==> src/rtl/wdt_keyed_pkg.sv <==
package wdt_keyed_pkg;
    localparam int BUS_W    = 8;
    localparam int FLAG_BIT = 7;
    localparam int EN_BIT   = 5;

    localparam logic [BUS_W-1:0] KEY_ADDR  = 8'hF7;
    localparam logic [BUS_W-1:0] CTRL_ADDR = 8'hB6;
    localparam logic [BUS_W-1:0] KICK_ADDR = 8'hB7;

    localparam logic [BUS_W-1:0] CODE_B0   = 8'h55;
    localparam logic [BUS_W-1:0] CODE_B1   = 8'hAA;
    localparam logic [BUS_W-1:0] CODE_B2   = 8'h5A;
    localparam logic [BUS_W-1:0] KICK_CODE = 8'h55;
    localparam logic [BUS_W-1:0] CTRL_INIT = 8'h04;

    typedef enum logic [1:0] {
        UL_IDLE,
        UL_ONE,
        UL_TWO,
        UL_OPEN
    } unlock_t;
endpackage

==> src/rtl/wdt_unlock_fsm.sv <==
module wdt_unlock_fsm
    import wdt_keyed_pkg::*;
(
    input  logic             clk,
    input  logic             rst_n,
    input  logic             clr,
    input  logic             we,
    input  logic [BUS_W-1:0] addr,
    input  logic [BUS_W-1:0] wdata,
    output logic             wr_open
);
    unlock_t st, nxt;
    logic    key_wr, key_first;

    assign key_wr    = we && (addr == KEY_ADDR);
    assign key_first = key_wr && (wdata == CODE_B0);

    always_ff @(posedge clk or negedge rst_n) begin
        if (!rst_n)   st <= UL_IDLE;
        else if (clr) st <= UL_IDLE;
        else          st <= nxt;
    end

    always_comb begin
        nxt = st;
        if (we) begin
            unique case (st)
                UL_IDLE: nxt = key_first ? UL_ONE : UL_IDLE;
                UL_ONE:  nxt = (key_wr && wdata == CODE_B1) ? UL_TWO :
                               (key_first ? UL_ONE : UL_IDLE);
                UL_TWO:  nxt = (key_wr && wdata == CODE_B2) ? UL_OPEN :
                               (key_first ? UL_ONE : UL_IDLE);
                UL_OPEN: nxt = key_first ? UL_ONE : UL_IDLE;
            endcase
        end
    end

    always_comb begin
        wr_open = (st == UL_OPEN);
    end

    AST_OPEN_ONE_WRITE: assert property (@(posedge clk) disable iff (!rst_n)
        (st == UL_OPEN && we) |=> (st != UL_OPEN));
    AST_OPEN_AFTER_CODE: assert property (@(posedge clk) disable iff (!rst_n)
        $rose(wr_open) |-> $past(key_wr && wdata == CODE_B2));
endmodule

==> src/rtl/wdt_prescale.sv <==
module wdt_prescale #(
    parameter int SEL_W = 4
) (
    input  logic             clk,
    input  logic             rst_n,
    input  logic             clr,
    input  logic             run,
    input  logic             osc_tick,
    input  logic [SEL_W-1:0] sel,
    output logic             pre_tick
);
    localparam int DIV_W = (1 << SEL_W) - 1;

    logic [DIV_W-1:0] div, mask;

    assign mask     = (DIV_W'(1) << sel) - DIV_W'(1);
    assign pre_tick = run && osc_tick && ((div & mask) == mask);

    always_ff @(posedge clk or negedge rst_n) begin
        if (!rst_n)               div <= '0;
        else if (clr)             div <= '0;
        else if (run && osc_tick) div <= div + DIV_W'(1);
    end

    AST_DIV_FROZEN: assert property (@(posedge clk) disable iff (!rst_n)
        (!run && !clr) |=> $stable(div));
endmodule

==> src/rtl/wdt_count.sv <==
module wdt_count #(
    parameter int CNT_W = 8
) (
    input  logic clk,
    input  logic rst_n,
    input  logic clr,
    input  logic step,
    output logic ovf_pulse
);
    localparam logic [CNT_W-1:0] CNT_TOP = '1;

    logic [CNT_W-1:0] cnt;

    always_ff @(posedge clk or negedge rst_n) begin
        if (!rst_n) begin
            cnt       <= '0;
            ovf_pulse <= 1'b0;
        end else if (clr) begin
            cnt       <= '0;
            ovf_pulse <= 1'b0;
        end else begin
            ovf_pulse <= step && (cnt == CNT_TOP);
            if (step) cnt <= cnt + CNT_W'(1);
        end
    end

    AST_PULSE_ONE_CYCLE: assert property (@(posedge clk) disable iff (!rst_n)
        ovf_pulse |=> !ovf_pulse);
    AST_RESTART_ZERO: assert property (@(posedge clk) disable iff (!rst_n)
        ovf_pulse |-> (cnt == '0));
endmodule

==> src/rtl/wdt_keyed.sv <==
module wdt_keyed
    import wdt_keyed_pkg::*;
#(
    parameter int CNT_W = 8,
    parameter int SEL_W = 4
) (
    input  logic             clk,
    input  logic             por_n,
    input  logic             ext_rst,
    input  logic             osc_tick,
    input  logic             cfg_en,
    input  logic [BUS_W-1:0] bus_addr,
    input  logic [BUS_W-1:0] bus_wdata,
    input  logic             bus_we,
    output logic [BUS_W-1:0] bus_rdata,
    output logic             rst_req
);
    logic             wr_open, ctrl_wr, kick_ok, run, step, clr;
    logic             flag, en;
    logic [SEL_W-1:0] psel;
    logic [BUS_W-1:0] ctrl_view;
    logic             ctl_unused;

    assign ctl_unused = ^{bus_wdata[6], bus_wdata[4]};
    assign ctrl_wr    = bus_we && (bus_addr == CTRL_ADDR) && wr_open;
    assign run        = cfg_en || en;
    assign kick_ok    = bus_we && (bus_addr == KICK_ADDR) && (bus_wdata == KICK_CODE) && run;
    assign clr        = ext_rst || kick_ok;

    wdt_unlock_fsm u_lock (
        .clk(clk), .rst_n(por_n), .clr(ext_rst), .we(bus_we),
        .addr(bus_addr), .wdata(bus_wdata), .wr_open(wr_open)
    );

    wdt_prescale #(.SEL_W(SEL_W)) u_pre (
        .clk(clk), .rst_n(por_n), .clr(clr), .run(run),
        .osc_tick(osc_tick), .sel(psel), .pre_tick(step)
    );

    wdt_count #(.CNT_W(CNT_W)) u_cnt (
        .clk(clk), .rst_n(por_n), .clr(clr), .step(step), .ovf_pulse(rst_req)
    );

    always_ff @(posedge clk or negedge por_n) begin
        if (!por_n) begin
            flag <= CTRL_INIT[FLAG_BIT];
            en   <= CTRL_INIT[EN_BIT];
            psel <= CTRL_INIT[SEL_W-1:0];
        end else if (ext_rst) begin
            flag <= CTRL_INIT[FLAG_BIT];
            en   <= CTRL_INIT[EN_BIT];
            psel <= CTRL_INIT[SEL_W-1:0];
        end else begin
            if (ctrl_wr) begin
                en   <= bus_wdata[EN_BIT];
                psel <= bus_wdata[SEL_W-1:0];
                if (!bus_wdata[FLAG_BIT]) flag <= 1'b0;
            end
            if (rst_req) flag <= 1'b1;
        end
    end

    always_comb begin
        ctrl_view              = '0;
        ctrl_view[FLAG_BIT]    = flag;
        ctrl_view[EN_BIT]      = en;
        ctrl_view[SEL_W-1:0]   = psel;
        bus_rdata              = (bus_addr == CTRL_ADDR) ? ctrl_view : '0;
    end

    AST_LOCKED_CTRL: assert property (@(posedge clk) disable iff (!por_n)
        (bus_we && bus_addr == CTRL_ADDR && !wr_open && !ext_rst && !rst_req)
        |=> $stable(ctrl_view));
    AST_FLAG_SET: assert property (@(posedge clk) disable iff (!por_n)
        (rst_req && !ext_rst) |=> flag);
    AST_FLAG_STICKY: assert property (@(posedge clk) disable iff (!por_n)
        (flag && !ext_rst && !ctrl_wr) |=> flag);
    AST_EXT_CLEARS: assert property (@(posedge clk) disable iff (!por_n)
        ext_rst |=> (!flag && !rst_req));
endmodule

==> config.mk <==
export PLATFORM = sky130hd
export DESIGN_NAME = wdt_keyed
export DESIGN_NICKNAME = d
export VERILOG_FILES = /design/src/rtl/wdt_keyed_pkg.sv /design/src/rtl/wdt_unlock_fsm.sv /design/src/rtl/wdt_prescale.sv /design/src/rtl/wdt_count.sv /design/src/rtl/wdt_keyed.sv
export SDC_FILE = /design/constraint.sdc
export NUM_CORES = 1
export LEC_CHECK = 0
export ABC_AREA = 0
export BUFFER_PORTS_ARGS = -buffer_cell sky130_fd_sc_hd__buf_2
export CORE_MARGIN = 5
export CORE_UTILIZATION = 35
export CTS_CLUSTER_SIZE = 20
export DETAILED_ROUTE_END_ITERATION = 12
export REMOVE_ABC_BUFFERS = 1
export SYNTH_ARGS = -nofsm -noshare
export SYNTH_HDL_FRONTEND = slang
export SYNTH_SLANG_ARGS = --single-unit
export TNS_END_PERCENT = 50
==> constraint.sdc <==
create_clock -name clk -period 4.4 [get_ports clk]
set_input_delay 0.88 -clock clk [delete_from_list [all_inputs] [get_ports clk]]
set_output_delay 0.88 -clock clk [all_outputs]
set_load 0.01 [all_outputs]
==> impl_results.md <==
- Run status: complete, no violations
- CP max stage cell: nor2b_1
- Ranking of synthesized cells by area: dfrtp_1 (38%), a21oi_1 (4.4%), ha_1 (3.6%)
- Post-Place Worst Slack: 1.41 ns
- Worst R2R Path Depth: 8
- R2r endpoint: u_cnt.cnt[7]
- Share of layout cells above drive strength 1: 17.6%
- # H-tree levels: 2
- Total Wirelength: between 4000 and 5000 um
- Post-synthesis sequential area ratio: between 30% and 40%
- WP data arrival: roughly 2.1 ns
- DIE HEIGHT: 86.7 um
- Pleak: ~0.98 nW
- DP HPWL: 3210 um
- Post-synth top area share: 37.7%
- Worst EP required: roughly 3.5 ns
- RSZ-0062 raised after global routing: no
- Setup CP Type: input port to output pin
- Syn Area/Cell: 8.90 um2
- Cell count after synthesis: 231
- Worst-path fanout max: 7
- Pre-antenna DRT Iters: 4
- Critical-path cell list: buf_2 -> nand2b_1 -> nor4_1 -> nor2b_1 -> and2_1 -> buf_2
- Final-report max-slew violation count: 0
- First-pass GRT wire length: ~8000 um
- Post-synth ARST share: 100%
- Most used cell along the critical path: buf_2
- Final period utilization: around two thirds
- Achievable frequency: 335 MHz
- Worst-Margin Slew: approximately 0.72 ns
- Crit-path max cell delay: 0.41 ns
- Worst Path Buf+Inv: 2
- Worst IR Drop VDD: about 110 uV
- Final Setup Violations: 0
- Area share of fa/ha/maj cells after synthesis: 3.65%
- Sw Share: 23.1%
- Initial antenna violation count: 0
- Launch point of the worst path: bus_addr[3]
- Hold Path End: flag
- Inserted Diodes: 0
- Hold/Removal Path Class: flip-flop to flip-flop
- Relative slew slack: 52.0%
- Die area: 7510 um2
- DR DRC count: 0
- GRT Util Overall: 12.8%
- Clk_lat worst skew: 0.28 ns
- Fin crit period: just under 3 ns
- Fin. Hold Viols: 0
- Reg2Reg Launch Point: psel[1]
- Most area-hungry cell type in the Yosys netlist: dfrtp_1
- Psw: 0.130 mW
- Setup Skew: roughly 0.003 ns
- Setup tns final: 0 ns
- Hold_sp: u_cnt.ovf_pulse
- Compound-Gate Fraction of Synth Area: between 10% and 20%
- Int Pwr: 0.432 mW
- Distinct cells, synth: 50
- Root buf cell: clkbuf_8
- Pwr dens: 242 nW/um2
- Clock Sink Count: 32
- Maxcap violations: 0
- Largest family of logic cells by synthesized area: simple AND/OR/NAND/NOR gates
- Synthesis-to-finish area growth: 12.8%
- GRT Residual Overflow: 0
- Hold depth: 2
- Bufs on Longest Clock Path: 2
- Yosys reg bits: 32
- Via Count: 1,742
- Port Buffer Count: 28
- Combinational Power Share: 6.0%
- Worst Setup Start Kind: input port
- Hold slack: just over 0.5 ns
- RePlAce Congestion: 0.737
- Largest delay contributor family on the critical path: simple AND/OR/NAND/NOR gates
- Total CTS buffers: 5
- Post-cts gate resize count: 0
- Starting Density: 35.4%
- Mux cell area share after synthesis: 2.92%
- Final WS setup: 1.42 ns
- Wire per inst: 13.4 um
- Synth Flop Type: dfrtp_1
- Crit end category: output pin
- Post-synthesis cell area: 2060 um2
- ANT nets after route: 0
- Largest net degree at the start of global routing: 33
- Synth warn: 0
- Ports: 31
- Setup Fix Bufs, Post-CTS: 0
- Clock share of power: 41.2%
- Die W: 86.7 um
- Total core area: around 5800 um2
- Vias in the first global route: around 1,700
- # fillers: around 590
- Cell Rows: 28
- TritonCTS clock tree: built
- Via density: 5.28
- Number of synthesized flops with an enable pin: 0
- Fin nets: about 280
- Total chip power: 0.562 mW
- CTS Hold Buffers Added: 0
- FF-to-FF setup slack: 1.54 ns
- Sequential share of power: 52.8%
- Clock-pin slew on the worst setup and hold paths: about 0.07 ns
- Post-synthesis simple-gate area fraction: 27.6%
- Placed instance count: about 320
- Post-Synth XOR/XNOR Area: 4.26%
- Fin cells: 330
- Initial DRC Count: 120
==> how the worst max path moves through the flow <==
stage	depth (start not counted)	slack, ns	end
after floorplan	4	1.82	bus_rdata[0]
after detailed placement	6	1.41	bus_rdata[1]
final	6	1.42	bus_rdata[7]
after CTS	6	1.41	bus_rdata[7]
after global placement	6	1.45	bus_rdata[7]
after global routing	9	1.26	u_cnt.cnt[4]
==> cells in the mapped netlist (2+ instances only) <==
| cell | instances |
|---|---|
| or3_1 | 7 |
| a31oi_1 | 2 |
| xor2_1 | 8 |
| o21ai_0 | 7 |
| nand4_1 | 8 |
| nor3_1 | 4 |
| nor4_1 | 2 |
| dfrtp_1 | 31 |
| buf_4 | 3 |
| o31ai_1 | 9 |
| and3_1 | 3 |
| nor2b_1 | 3 |
| o21ai_1 | 2 |
| o21a_1 | 2 |
| ha_1 | 6 |
| nor4bb_1 | 4 |
| buf_2 | 5 |
| a21oi_1 | 18 |
| clkbuf_1 | 5 |
| inv_1 | 7 |
| mux2i_1 | 6 |
| and2_1 | 7 |
| o211ai_1 | 4 |
| nand2_1 | 18 |
| xnor2_1 | 2 |
| nand3b_1 | 2 |
| or4_1 | 5 |
| nand3_1 | 7 |
| nor2_1 | 19 |
| nor4b_1 | 2 |
| nand2b_1 | 4 |
==> registers in the layout, indices dropped and copies added, names as in the netlist <==
signal           cells
u_cnt.ovf_pulse      1
en                   1
u_lock.st            2
u_cnt.cnt            8
psel                 4
flag                 1
u_pre.div           15
==> cells by family after synthesis <==
group                      count (synthesis)
and+or+nand+nor                          102
AOI/OAI and AO/OA                         53
DFF                                       32
buffers and inverters                     21
xor gates and xnor gates                  10
adders and majority gates                  6
muxes                                      6
other                                      1
==> layer usage <==
metal	up-vias	global-route usage, %	share of wire, %
met3	2	2.57	4.9
li1	889	-	-
met1	817	16.7	48
met2	34	21.3	46
met5	-	0	0
met4	0	4.25	0.93
==> worst min-delay path: cells and delay by family, from the launching register on <==
| kind | cells | cell delay, ns |
|---|---|---|
| AO/OA/AOI/OAI | 1 | 0.05 |
| buffers and inverters | 1 | 0.05 |
| flip-flops | 1 | 0.37 |
==> area by class of cell <==
| type | count | area [um2] | share of cell area, % |
|---|---|---|---|
| Multi-Input combinational cell | 179 | 1160 | 50.1 |
| Inverter | 8 | 30.0 | 1.29 |
| Clock buffer | 6 | 82.6 | 3.56 |
| Tap cell | 75 | 93.8 | 4.04 |
| Clock inverter | 2 | 10.0 | 0.431 |
| Sequential cell | 32 | 802 | 34.6 |
| Timing Repair Buffer | 28 | 140 | 6.04 |
==> power groups by stage <==
stage          combinational, mW  sequential (mW)  clock [mW]
6_report                  0.0335            0.297       0.232
2_1_floorplan             0.0123            0.302           0
5_1_grt                   0.0385            0.297       0.253
3_5_place_dp              0.0342            0.302           0
4_1_cts                   0.0343            0.297       0.242
3_3_place_gp              0.0337            0.302           0
==> cells in the final DEF, fill, tap and decap left out, types with 3 or more instances in the layout <==
master,n
o21ai_0,7
nor3_1,4
nor4bb_1,4
nand3_1,7
clkbuf_8,6
o31ai_1,9
and2_1,7
a21oi_1,18
or4_1,5
or3_1,7
xor2_1,8
dfrtp_1,31
nand2b_1,4
ha_1,6
nand4_1,8
mux2i_1,6
nand2_1,18
inv_1,7
nor2b_1,3
o211ai_1,4
nor2_1,19
buf_2,28
and3_1,3
==> metrics by stage <==
step           util (%)  cell area [um2]
5_1_grt            39.9             2320
3_5_place_dp       38.3             2230
3_3_place_gp       38.3             2230
4_1_cts            39.9             2320
6_report           39.9             2320
2_1_floorplan         -             1990
Note: power is estimated with default switching activity, not from simulation.
